<file path="config.mk">
export PLATFORM = sky130hd
export DESIGN_NAME = pmt_timer
export DESIGN_NICKNAME = d
export VERILOG_FILES = /design/src/rtl/pmt_pkg.sv /design/src/rtl/pmt_count.sv /design/src/rtl/pmt_match.sv /design/src/rtl/pmt_regs.sv /design/src/rtl/pmt_timer.sv
export SDC_FILE = /design/constraint.sdc
export NUM_CORES = 1
export LEC_CHECK = 0
export BUFFER_PORTS_ARGS = -buffer_cell sky130_fd_sc_hd__buf_2
export CAP_MARGIN = 20
export CORE_ASPECT_RATIO = 1.2
export CORE_MARGIN = 10
export CORE_UTILIZATION = 54
export DETAILED_ROUTE_END_ITERATION = 6
export PLACE_DENSITY = 0.77
export SLEW_MARGIN = 20
export SYNTH_ARGS = -nofsm -noshare
export SYNTH_HDL_FRONTEND = slang
export SYNTH_SLANG_ARGS = --single-unit
</file>
<file path="constraint.sdc">
create_clock -name clk -period 3.1 [get_ports clk]
set_clock_uncertainty 0.15 [all_clocks]
set_input_delay 0.62 -clock clk [delete_from_list [all_inputs] [get_ports clk]]
set_output_delay 0.62 -clock clk [all_outputs]
set_load 0.1 [all_outputs]
</file>
<file path="src/rtl/pmt_pkg.sv">
// Shared constants and types for the prescaled match timer.
// Offsets are byte offsets on the register bus.
package pmt_pkg;
    localparam int unsigned OFF_FLAG    = 'h000;
    localparam int unsigned OFF_CTRL    = 'h004;
    localparam int unsigned OFF_COUNT   = 'h008;
    localparam int unsigned OFF_PSCL    = 'h00C;
    localparam int unsigned OFF_ACT     = 'h014;
    localparam int unsigned OFF_CMP     = 'h018;
    localparam int unsigned OFF_MODE    = 'h070;
    localparam int unsigned MODE_W      = 2;

    // Actions on a compare hit; bit 0 interrupt, bit 1 clear, bit 2 stop.
    typedef struct packed {
        logic stop_on_hit;
        logic clear_on_hit;
        logic irq_on_hit;
    } hit_act_t;
endpackage

</file>
<file path="src/rtl/pmt_count.sv">
// Prescale counter and timer count.
// Assumes: hold has top priority, then a clear on a hit, then a software
// load. A stop on a hit suppresses advancing on that edge. The step output
// marks the cycle after the count advanced.
module pmt_count #(
    parameter int CNT_W = 32
) (
    input  logic             clk,
    input  logic             rst_n,
    input  logic             cnt_en,
    input  logic             hold,
    input  logic             do_clear,
    input  logic             do_stop,
    input  logic             wr_count,
    input  logic [CNT_W-1:0] wr_val,
    input  logic [CNT_W-1:0] pscl,
    output logic [CNT_W-1:0] tc,
    output logic             stepped
);
    logic [CNT_W-1:0] pc_q;
    logic [CNT_W-1:0] tc_q;
    logic             step_q;

    // Advance, clear or load the counters each clock.
    always_ff @(posedge clk) begin
        if (!rst_n || hold) begin
            pc_q   <= '0;
            tc_q   <= '0;
            step_q <= 1'b0;
        end else if (do_clear) begin
            pc_q   <= '0;
            tc_q   <= '0;
            step_q <= 1'b0;
        end else if (wr_count) begin
            tc_q   <= wr_val;
            step_q <= 1'b0;
        end else if (cnt_en && !do_stop) begin
            if (pc_q >= pscl) begin
                pc_q   <= '0;
                tc_q   <= tc_q + 1'b1;
                step_q <= 1'b1;
            end else begin
                pc_q   <= pc_q + 1'b1;
                step_q <= 1'b0;
            end
        end else begin
            step_q <= 1'b0;
        end
    end

    assign tc      = tc_q;
    assign stepped = step_q;

    assert_hold_zero_R3: assert property (@(posedge clk) disable iff (!rst_n)
        hold |=> (tc_q == '0 && pc_q == '0));

    assert_clear_zero_R8: assert property (@(posedge clk) disable iff (!rst_n)
        (do_clear && !hold) |=> (tc_q == '0 && pc_q == '0));

    assert_step_by_one_R4: assert property (@(posedge clk) disable iff (!rst_n)
        (cnt_en && !hold && !do_clear && !do_stop && !wr_count)
        |=> (tc_q == $past(tc_q) || tc_q == CNT_W'($past(tc_q) + 1'b1)));

    assert_idle_stable_R11: assert property (@(posedge clk) disable iff (!rst_n)
        (!cnt_en && !hold && !do_clear && !wr_count) |=> $stable(tc_q));
endmodule

</file>
<file path="src/rtl/pmt_match.sv">
// Compare channel.
// Reports a hit when the count has just stepped onto the compare value,
// and turns the hit into the enabled actions. Purely combinational.
module pmt_match import pmt_pkg::*; #(
    parameter int CNT_W = 32
) (
    input  logic             stepped,
    input  logic [CNT_W-1:0] tc,
    input  logic [CNT_W-1:0] cmp,
    input  hit_act_t         act,
    output logic             do_flag,
    output logic             do_clear,
    output logic             do_stop
);
    logic hit;

    // Qualify equality with the step so a held or loaded value never hits.
    always_comb begin
        hit      = stepped && (tc == cmp);
        do_flag  = hit && act.irq_on_hit;
        do_clear = hit && act.clear_on_hit;
        do_stop  = hit && act.stop_on_hit;
    end
endmodule

</file>
<file path="src/rtl/pmt_regs.sv">
// Register file and read decode.
// Assumes byte offsets with an exact match; anything else reads zero and
// ignores writes. A stop on a hit overrides a control write on the same
// edge. A flag set overrides a write-one clear on the same edge.
module pmt_regs import pmt_pkg::*; #(
    parameter int CNT_W  = 32,
    parameter int ADDR_W = 8
) (
    input  logic              clk,
    input  logic              rst_n,
    input  logic              bus_wr,
    input  logic [ADDR_W-1:0] bus_addr,
    input  logic [CNT_W-1:0]  bus_wdata,
    output logic [CNT_W-1:0]  bus_rdata,
    input  logic [CNT_W-1:0]  tc,
    input  logic              do_flag,
    input  logic              do_stop,
    output logic              run,
    output logic              hold,
    output logic [CNT_W-1:0]  pscl,
    output logic [CNT_W-1:0]  cmp,
    output hit_act_t          act,
    output logic [MODE_W-1:0] mode,
    output logic              wr_count,
    output logic              irq
);
    localparam int ACT_W = $bits(hit_act_t);

    logic              run_q, hold_q, flag_q;
    logic [CNT_W-1:0]  pscl_q, cmp_q;
    hit_act_t          act_q;
    logic [MODE_W-1:0] mode_q;
    logic sel_flag, sel_ctrl, sel_count, sel_pscl, sel_act, sel_cmp, sel_mode;

    // Decode the offset into one select per register.
    always_comb begin
        sel_flag  = bus_addr == ADDR_W'(OFF_FLAG);
        sel_ctrl  = bus_addr == ADDR_W'(OFF_CTRL);
        sel_count = bus_addr == ADDR_W'(OFF_COUNT);
        sel_pscl  = bus_addr == ADDR_W'(OFF_PSCL);
        sel_act   = bus_addr == ADDR_W'(OFF_ACT);
        sel_cmp   = bus_addr == ADDR_W'(OFF_CMP);
        sel_mode  = bus_addr == ADDR_W'(OFF_MODE);
    end

    // Control bits; a stop from the compare channel clears run.
    always_ff @(posedge clk) begin
        if (!rst_n) begin
            run_q  <= 1'b0;
            hold_q <= 1'b0;
        end else begin
            if (bus_wr && sel_ctrl) begin
                run_q  <= bus_wdata[0];
                hold_q <= bus_wdata[1];
            end
            if (do_stop) run_q <= 1'b0;
        end
    end

    // Configuration registers written directly from the bus.
    always_ff @(posedge clk) begin
        if (!rst_n) begin
            pscl_q <= '0;
            cmp_q  <= '0;
            act_q  <= '0;
            mode_q <= '0;
        end else if (bus_wr) begin
            if (sel_pscl) pscl_q <= bus_wdata;
            if (sel_cmp)  cmp_q  <= bus_wdata;
            if (sel_act)  act_q  <= hit_act_t'(bus_wdata[ACT_W-1:0]);
            if (sel_mode) mode_q <= bus_wdata[MODE_W-1:0];
        end
    end

    // Match flag: set by a hit, cleared by writing one.
    always_ff @(posedge clk) begin
        if (!rst_n)                                 flag_q <= 1'b0;
        else if (do_flag)                           flag_q <= 1'b1;
        else if (bus_wr && sel_flag && bus_wdata[0]) flag_q <= 1'b0;
    end

    // Read multiplexer; unmapped offsets return zero.
    always_comb begin
        bus_rdata = '0;
        if (sel_flag)       bus_rdata[0]          = flag_q;
        else if (sel_ctrl)  bus_rdata[1:0]        = {hold_q, run_q};
        else if (sel_count) bus_rdata             = tc;
        else if (sel_pscl)  bus_rdata             = pscl_q;
        else if (sel_act)   bus_rdata[ACT_W-1:0]  = act_q;
        else if (sel_cmp)   bus_rdata             = cmp_q;
        else if (sel_mode)  bus_rdata[MODE_W-1:0] = mode_q;
    end

    assign run      = run_q;
    assign hold     = hold_q;
    assign pscl     = pscl_q;
    assign cmp      = cmp_q;
    assign act      = act_q;
    assign mode     = mode_q;
    assign wr_count = bus_wr && sel_count && !run_q;
    assign irq      = flag_q && act_q.irq_on_hit;

    assert_stop_clears_run_R9: assert property (@(posedge clk) disable iff (!rst_n)
        do_stop |=> !run_q);

    assert_flag_sets_R6: assert property (@(posedge clk) disable iff (!rst_n)
        do_flag |=> flag_q);

    assert_flag_clears_R7: assert property (@(posedge clk) disable iff (!rst_n)
        (bus_wr && sel_flag && bus_wdata[0] && !do_flag) |=> !flag_q);

    assert_flag_keeps_R7: assert property (@(posedge clk) disable iff (!rst_n)
        (bus_wr && sel_flag && !bus_wdata[0] && flag_q) |=> flag_q);
endmodule

</file>
<file path="src/rtl/pmt_timer.sv">
// Prescaled match timer, top level.
// Joins the register file, the counters and the compare channel.
// Counting is allowed only in timer mode (mode field zero).
module pmt_timer import pmt_pkg::*; #(
    parameter int CNT_W  = 32,
    parameter int ADDR_W = 8
) (
    input  logic              clk,
    input  logic              rst_n,
    input  logic              bus_wr,
    input  logic [ADDR_W-1:0] bus_addr,
    input  logic [CNT_W-1:0]  bus_wdata,
    output logic [CNT_W-1:0]  bus_rdata,
    output logic              irq
);
    logic              run, hold, wr_count, stepped, cnt_en;
    logic              do_flag, do_clear, do_stop;
    logic [CNT_W-1:0]  pscl, cmp, tc;
    hit_act_t          act;
    logic [MODE_W-1:0] mode;

    // Advance only when running in timer mode.
    always_comb cnt_en = run && (mode == '0);

    pmt_regs #(.CNT_W(CNT_W), .ADDR_W(ADDR_W)) regs_i (
        .clk(clk), .rst_n(rst_n), .bus_wr(bus_wr), .bus_addr(bus_addr),
        .bus_wdata(bus_wdata), .bus_rdata(bus_rdata), .tc(tc),
        .do_flag(do_flag), .do_stop(do_stop), .run(run), .hold(hold),
        .pscl(pscl), .cmp(cmp), .act(act), .mode(mode),
        .wr_count(wr_count), .irq(irq)
    );

    pmt_count #(.CNT_W(CNT_W)) count_i (
        .clk(clk), .rst_n(rst_n), .cnt_en(cnt_en), .hold(hold),
        .do_clear(do_clear), .do_stop(do_stop), .wr_count(wr_count),
        .wr_val(bus_wdata), .pscl(pscl), .tc(tc), .stepped(stepped)
    );

    pmt_match #(.CNT_W(CNT_W)) match_i (
        .stepped(stepped), .tc(tc), .cmp(cmp), .act(act),
        .do_flag(do_flag), .do_clear(do_clear), .do_stop(do_stop)
    );
endmodule

</file>
==> qor.yml, run 1 <==
clocking:
  insertion_delay_ns: 0.43
  path_clk_slew_ns: 0.06
  cts_tree: "yes"
  hold_buffers: 0
  clk_root_buffer_cell: "clkbuf_16"
  cts_buffer_depth: 2
  cts_num_sinks: 137
  numCtsBuffers: 17
  htreeDepth: 4
sta:
  finalCriticalPeriod_ns: 3.23
  finalHoldViolations: 0
  setup_ws_ns: -0.132
  holdWs_ns: 0.304
  clock.fmax_ghz: 0.309
  setup_violations: 54
  drv_slew: 0
  relSlewSlack: 0.509
  worst_pin_slew_ns: 0.737
  rsz0062_at_grt: "true"
  post-route-period-util: 1.04
run_status:
  status: "finished, violations left"
  violations: "design-rule violations, negative setup slack"
floorplanning:
  pin_count: 76
  fp.dieArea_sq_um: 20000
  die-width_um: 131
  chipHeight_um: 153
  start_util: 0.551
  core-area_sq_um: 14400
  row_count: 48
routing:
  wl_um: 30300
  wl_per_cell_um: 22.2
  drc_errors: 65
  vias_per_cell: 6.62
  ant_nets: 0
  num_vias: 9036
  drtPass1Iterations: 7
  drt_iter0_drc: 1604
logic_synthesis:
  syn-num-nets: 1116
  synth_top_area_frac: 0.346
  yosys-top-cells-area: "dfxtp_1 (35%), nand2_1 (8.8%), a21boi_0 (6.5%)"
  syn_area_per_cell_sq_um: 7.64
  ys.flop_type: "dfxtp_1"
  synth_cell_types: 53
  yosysWarnings: 0
  synthArstFlopShare: 0
  synth-edff-count: 0
  synth_most_common_cell: "nand2_1"
  yosys_register_bits: 137
  synth.largest_area_cell: "dfxtp_1"
  yosysSeqAreaShare: 0.346
  synth_commonest_cells: "nand2_1 (186), dfxtp_1 (137), inv_1 (83)"
  synth_area_sq_um: 7940
  synthCells: 1039
global_route:
  grt_pass1_vias: 8177
  antenna_found_initial: 0
  grt_pass1_wl_um: 42900
  grt-ovfl-total: 0
  grt_usage: 0.267
  grt_max_degree: 41
worst_setup_path:
  path_cells: "ha_4 > nand4_1 > or4_1 > or4_4 > a31oi_4 > or2_4 > nand2_8 > buf_4 > buf_6 > nand2b_4 > clkbuf_16 > a21oi_1"
  worstPathArrival_ns: 3.38
  cp-start-kind: "flip-flop"
  path_class: "flip-flop to flip-flop"
  crit_family: "simple AND/OR/NAND/NOR gates"
  cp_num_buf_inv: 3
  critPathRequiredTime_ns: 3.25
  critPathSlowestCell: "or4_1"
  end_kind: "flip-flop"
  critPathMaxStageDelay_ns: 0.54
  worst-path-max-fanout: 13
final_layout:
  final_core_util: 0.756
  drive_gt1_frac: 0.271
  fin_area_sq_um: 10900
  finalNetCount: 1253
  regArea_sq_um: 2760
  final-instance-count-excl-fill: 1364
  multiInputGateArea_sq_um: 5050
  area_growth_pct: 37.4
  diodes: 0
  n_fill_cell: 943
placement:
  hpwlAfterDp_um: 18900
  post_dp_cell_area_sq_um: 9480
  port_buffers: 75
  place.gp.congestion: 0.980
  dp_cells: 1311
flow_run:
  cap_violations: 0
power_and_ir_drop:
  power.density_nw_per_um2: 386
  total_leakage_power_nw: 4.18
  ir_worst_vdd_v: 0.000389
min_path:
  worstHoldPathType: "input port to flip-flop"
## layer usage
metal	routed length [um]	GRT usage	share of wire
met1	10600	0.325	0.35
met2	13800	0.422	0.45
met3	3620	0.0637	0.12
met4	2290	0.145	0.076
met5	0	0	0
## sequential cells by signal, summed over array words and instances, names as in the netlist
signal           cells
count_i.pc_q        32
count_i.tc          32
regs_i.cmp          32
regs_i.pscl         32
regs_i.act           3
regs_i.mode          2
count_i.stepped      1
regs_i.flag_q        1
regs_i.hold          1
regs_i.run           1
## path summary, 6_finish.rpt
check	slack (ns)	cells after the start	to	from
setup / recovery	-0.13	12	count_i.pc_q[12]	count_i.pc_q[11]
hold / removal	0.30	3	regs_i.cmp[17]	bus_wdata[17]
setup reg to reg	-0.13	12	count_i.pc_q[12]	count_i.pc_q[11]
hold reg to reg	0.34	2	regs_i.mode[0]	regs_i.mode[0]
## power breakdown
part / switching [mW] / total [mW] / internal, mW
logic: 0.101 / 0.170 / 0.0683
clock network: 0.801 / 2.27 / 1.47
registers: 0.00204 / 1.76 / 1.76
total: 0.905 / 4.21 / 3.30
## cells by family (layout without fill, tap and decap cells)
| logic type | after synthesis | after routing | synth area share |
|---|---|---|---|
| and+or+nand+nor | 431 | 431 | 0.262 |
| AOI/OAI and AO/OA | 244 | 244 | 0.216 |
| DFF | 137 | 137 | 0.346 |
| adders and majority gates | 34 | 34 | 0.0536 |
| muxes | 2 | 2 | 0.00268 |
| xor gates and xnor gates | 45 | 45 | 0.0497 |
| buffers and inverters | 146 | 296 | 0.0708 |
## final cells by class
class	count	share of cell area
flip-flops and latches	137	0.253
clock inverters	11	0.0178
multi-input cells	756	0.464
well taps	175	0.0201
clock buffers	21	0.0422
inverters	83	0.0286
repair buffers	181	0.175
## cell usage in the layout (no fill, tap or decap), types with 31 or more instances in the layout
cell type  synthesis  routed
buf_4              3      78
nor2_1            44      37
a21oi_1           50      46
buf_12             0      38
nand3_1           43      41
buf_2              2      43
inv_2              0      33
ha_1              34      31
nand2_1          186     186
a21boi_0          69      69
inv_1             83      50
dfxtp_1          137     127
## tightest hold or removal path, stage by stage
cell	delay (ns)
buf_2	0.11
nand2_1	0.05
a21boi_0	0.06
## metrics by stage
stage	setup slack [ns]	power (mW)	setup TNS [ns]
after CTS	-0.0239	4.16	-0.0239
after floorplan	-0.245	1.86	-0.254
after detailed placement	-0.227	1.93	-5.49
final	-0.132	4.21	-4.07
after global placement	-0.133	1.93	-2.30
after global routing	-0.229	4.28	-9.72
## timing repair
item                                    4_1_cts  5_1_grt
gates cloned                                  0       11
endpoints found under the setup margin       61       70
gates resized for setup                      12      124
buffers inserted                              3        7
pin swaps                                     6       47
No activity file was read; power rests on OpenSTA's default activity.
==> inputs of run 2 (changes only) <==
==> constraint.sdc (replaced) <==
create_clock -name clk -period 3.1 [get_ports clk]
set_clock_uncertainty 0.15 [all_clocks]
set_input_delay 0.775 -clock clk [delete_from_list [all_inputs] [get_ports clk]]
set_output_delay 0.775 -clock clk [all_outputs]
set_load 0.1 [all_outputs]
==> qor.yml, run 2 (synthesis gave the netlist of run 1 again) <==
run_status:
  status: "finished, violations left"
  violations: "negative setup slack"
worst_setup_path:
  critPathRequiredTime_ns: 3.27
  worst-path-max-fanout: 13
  path_class: "flip-flop to flip-flop"
  end_kind: "flip-flop"
  cp-start-kind: "flip-flop"
  worstPathArrival_ns: 3.52
  startpoint: "regs_i.pscl[8]"
  regToRegStartpoint: "regs_i.pscl[8]"
sta:
  worst_pin_slew_ns: 0.525
  finalHoldViolations: 0
  setup-tns-final_ns: -6.78
  relSlewSlack: 0.647
  setup_violations: 52
  clock.fmax_ghz: 0.299
  holdWs_ns: 0.328
  setup_ws_ns: -0.248
  rsz0062_at_grt: "true"
  drv_slew: 0
  finalCriticalPeriod_ns: 3.35
  post-route-period-util: 1.08
min_path:
  worstHoldPathType: "flip-flop to flip-flop"
  hold_start: "regs_i.pscl[4]"
final_layout:
  multiInputGateArea_sq_um: 5160
  regArea_sq_um: 2760
  n_fill_cell: 888
  final_core_util: 0.781
  most-common-layout-cells: "nand2_1 (182), dfxtp_1 (124), buf_4 (93)"
  area_growth_pct: 41.9
  final_common_cell: "nand2_1"
  finalNetCount: 1277
  drive_gt1_frac: 0.304
floorplanning:
  chipHeight_um: 153
  die-width_um: 131
  pin_count: 76
  row_count: 48
  core-area_sq_um: 14400
  start_util: 0.551
  fp.dieArea_sq_um: 20000
routing:
  drt_iter0_drc: 1399
  drtPass1Iterations: 7
  vias_per_cell: 6.64
  num_vias: 9221
  wl_per_cell_um: 22.6
  wl_um: 31400
  ant_nets: 0
  drc_errors: 0
clocking:
  cts_num_sinks: 137
  htreeDepth: 4
  clk_root_buffer_cell: "clkbuf_16"
  path_clk_slew_ns: 0.06
  cts_tree: "yes"
  insertion_delay_ns: 0.43
  cts_buffer_depth: 2
  numCtsBuffers: 17
  hold_buffers: 0
global_route:
  antenna_found_initial: 1
  grt-ovfl-total: 0
  grt_pass1_wl_um: 45900
  grt_max_degree: 73
  grt_usage: 0.289
  grt_pass1_vias: 8518
power_and_ir_drop:
  power.density_nw_per_um2: 359
  total_leakage_power_nw: 4.37
  p_total_mw: 4.04
  ir_worst_vdd_v: 0.000354
placement:
  port_buffers: 75
  hpwlAfterDp_um: 19200
  dp_slack_ns: -0.347
  place.gp.congestion: 0.958
flow_run:
  cap_violations: 0
==> run 2: worst paths after layout <==
check / end / slack [ns] / cells after the start
min reg2reg: regs_i.pscl[4] / 0.33 / 2
max: count_i.tc[21] / -0.25 / 11
min: regs_i.pscl[4] / 0.33 / 2
max reg2reg: count_i.tc[21] / -0.25 / 11
==> run 2: metal layers <==
layer | GRT usage | wire [um] | vias up | share of wire
li1 | - | - | 4028 | -
met1 | 0.343 | 10900 | 4307 | 0.35
met2 | 0.471 | 14800 | 677 | 0.47
met3 | 0.0616 | 3420 | 209 | 0.11
met4 | 0.155 | 2320 | 0 | 0.074
met5 | 0 | 0 | - | 0
==> run 2: where the power goes <==
| group | switching, mW | internal, mW |
|---|---|---|
| combinational | 0.104 | 0.0733 |
| sequential | 0.00215 | 1.76 |
| clock | 0.778 | 1.32 |
==> run 2: metrics by stage <==
step	area, sq um	cells
after floorplan	8040	1039
after global placement	9740	1327
after detailed placement	9740	1327
after CTS	10700	1370
after global routing	11300	1388
final	11300	1388
==> run 2: area by class of cell <==
type | count | share of cell area
Antenna cell | 1 | 0.000222
Clock buffer | 24 | 0.0428
Clock inverter | 7 | 0.0103
Inverter | 83 | 0.0279
Multi-Input combinational cell | 756 | 0.458
Sequential cell | 137 | 0.245
Tap cell | 175 | 0.0194
Timing Repair Buffer | 205 | 0.196
==> run 2: timing repair <==
action | CTS | global route
pin swaps | 15 | 45
setup buffers | 9 | 10
setup endpoints to repair | 96 | 96
resized for setup | 43 | 108
cloned | 3 | 8
==> run 2: critical path, cell delays in order, from the launching register on <==
cell and delay, ns:
dfxtp_2 0.36, inv_2 0.04, ha_1 0.27, nand4_1 0.15
or4_4 0.51, or4_4 0.45, a31oi_4 0.20, or2_4 0.20
nand2_8 0.10, buf_6 0.15, or3_1 0.35, a31oi_1 0.29
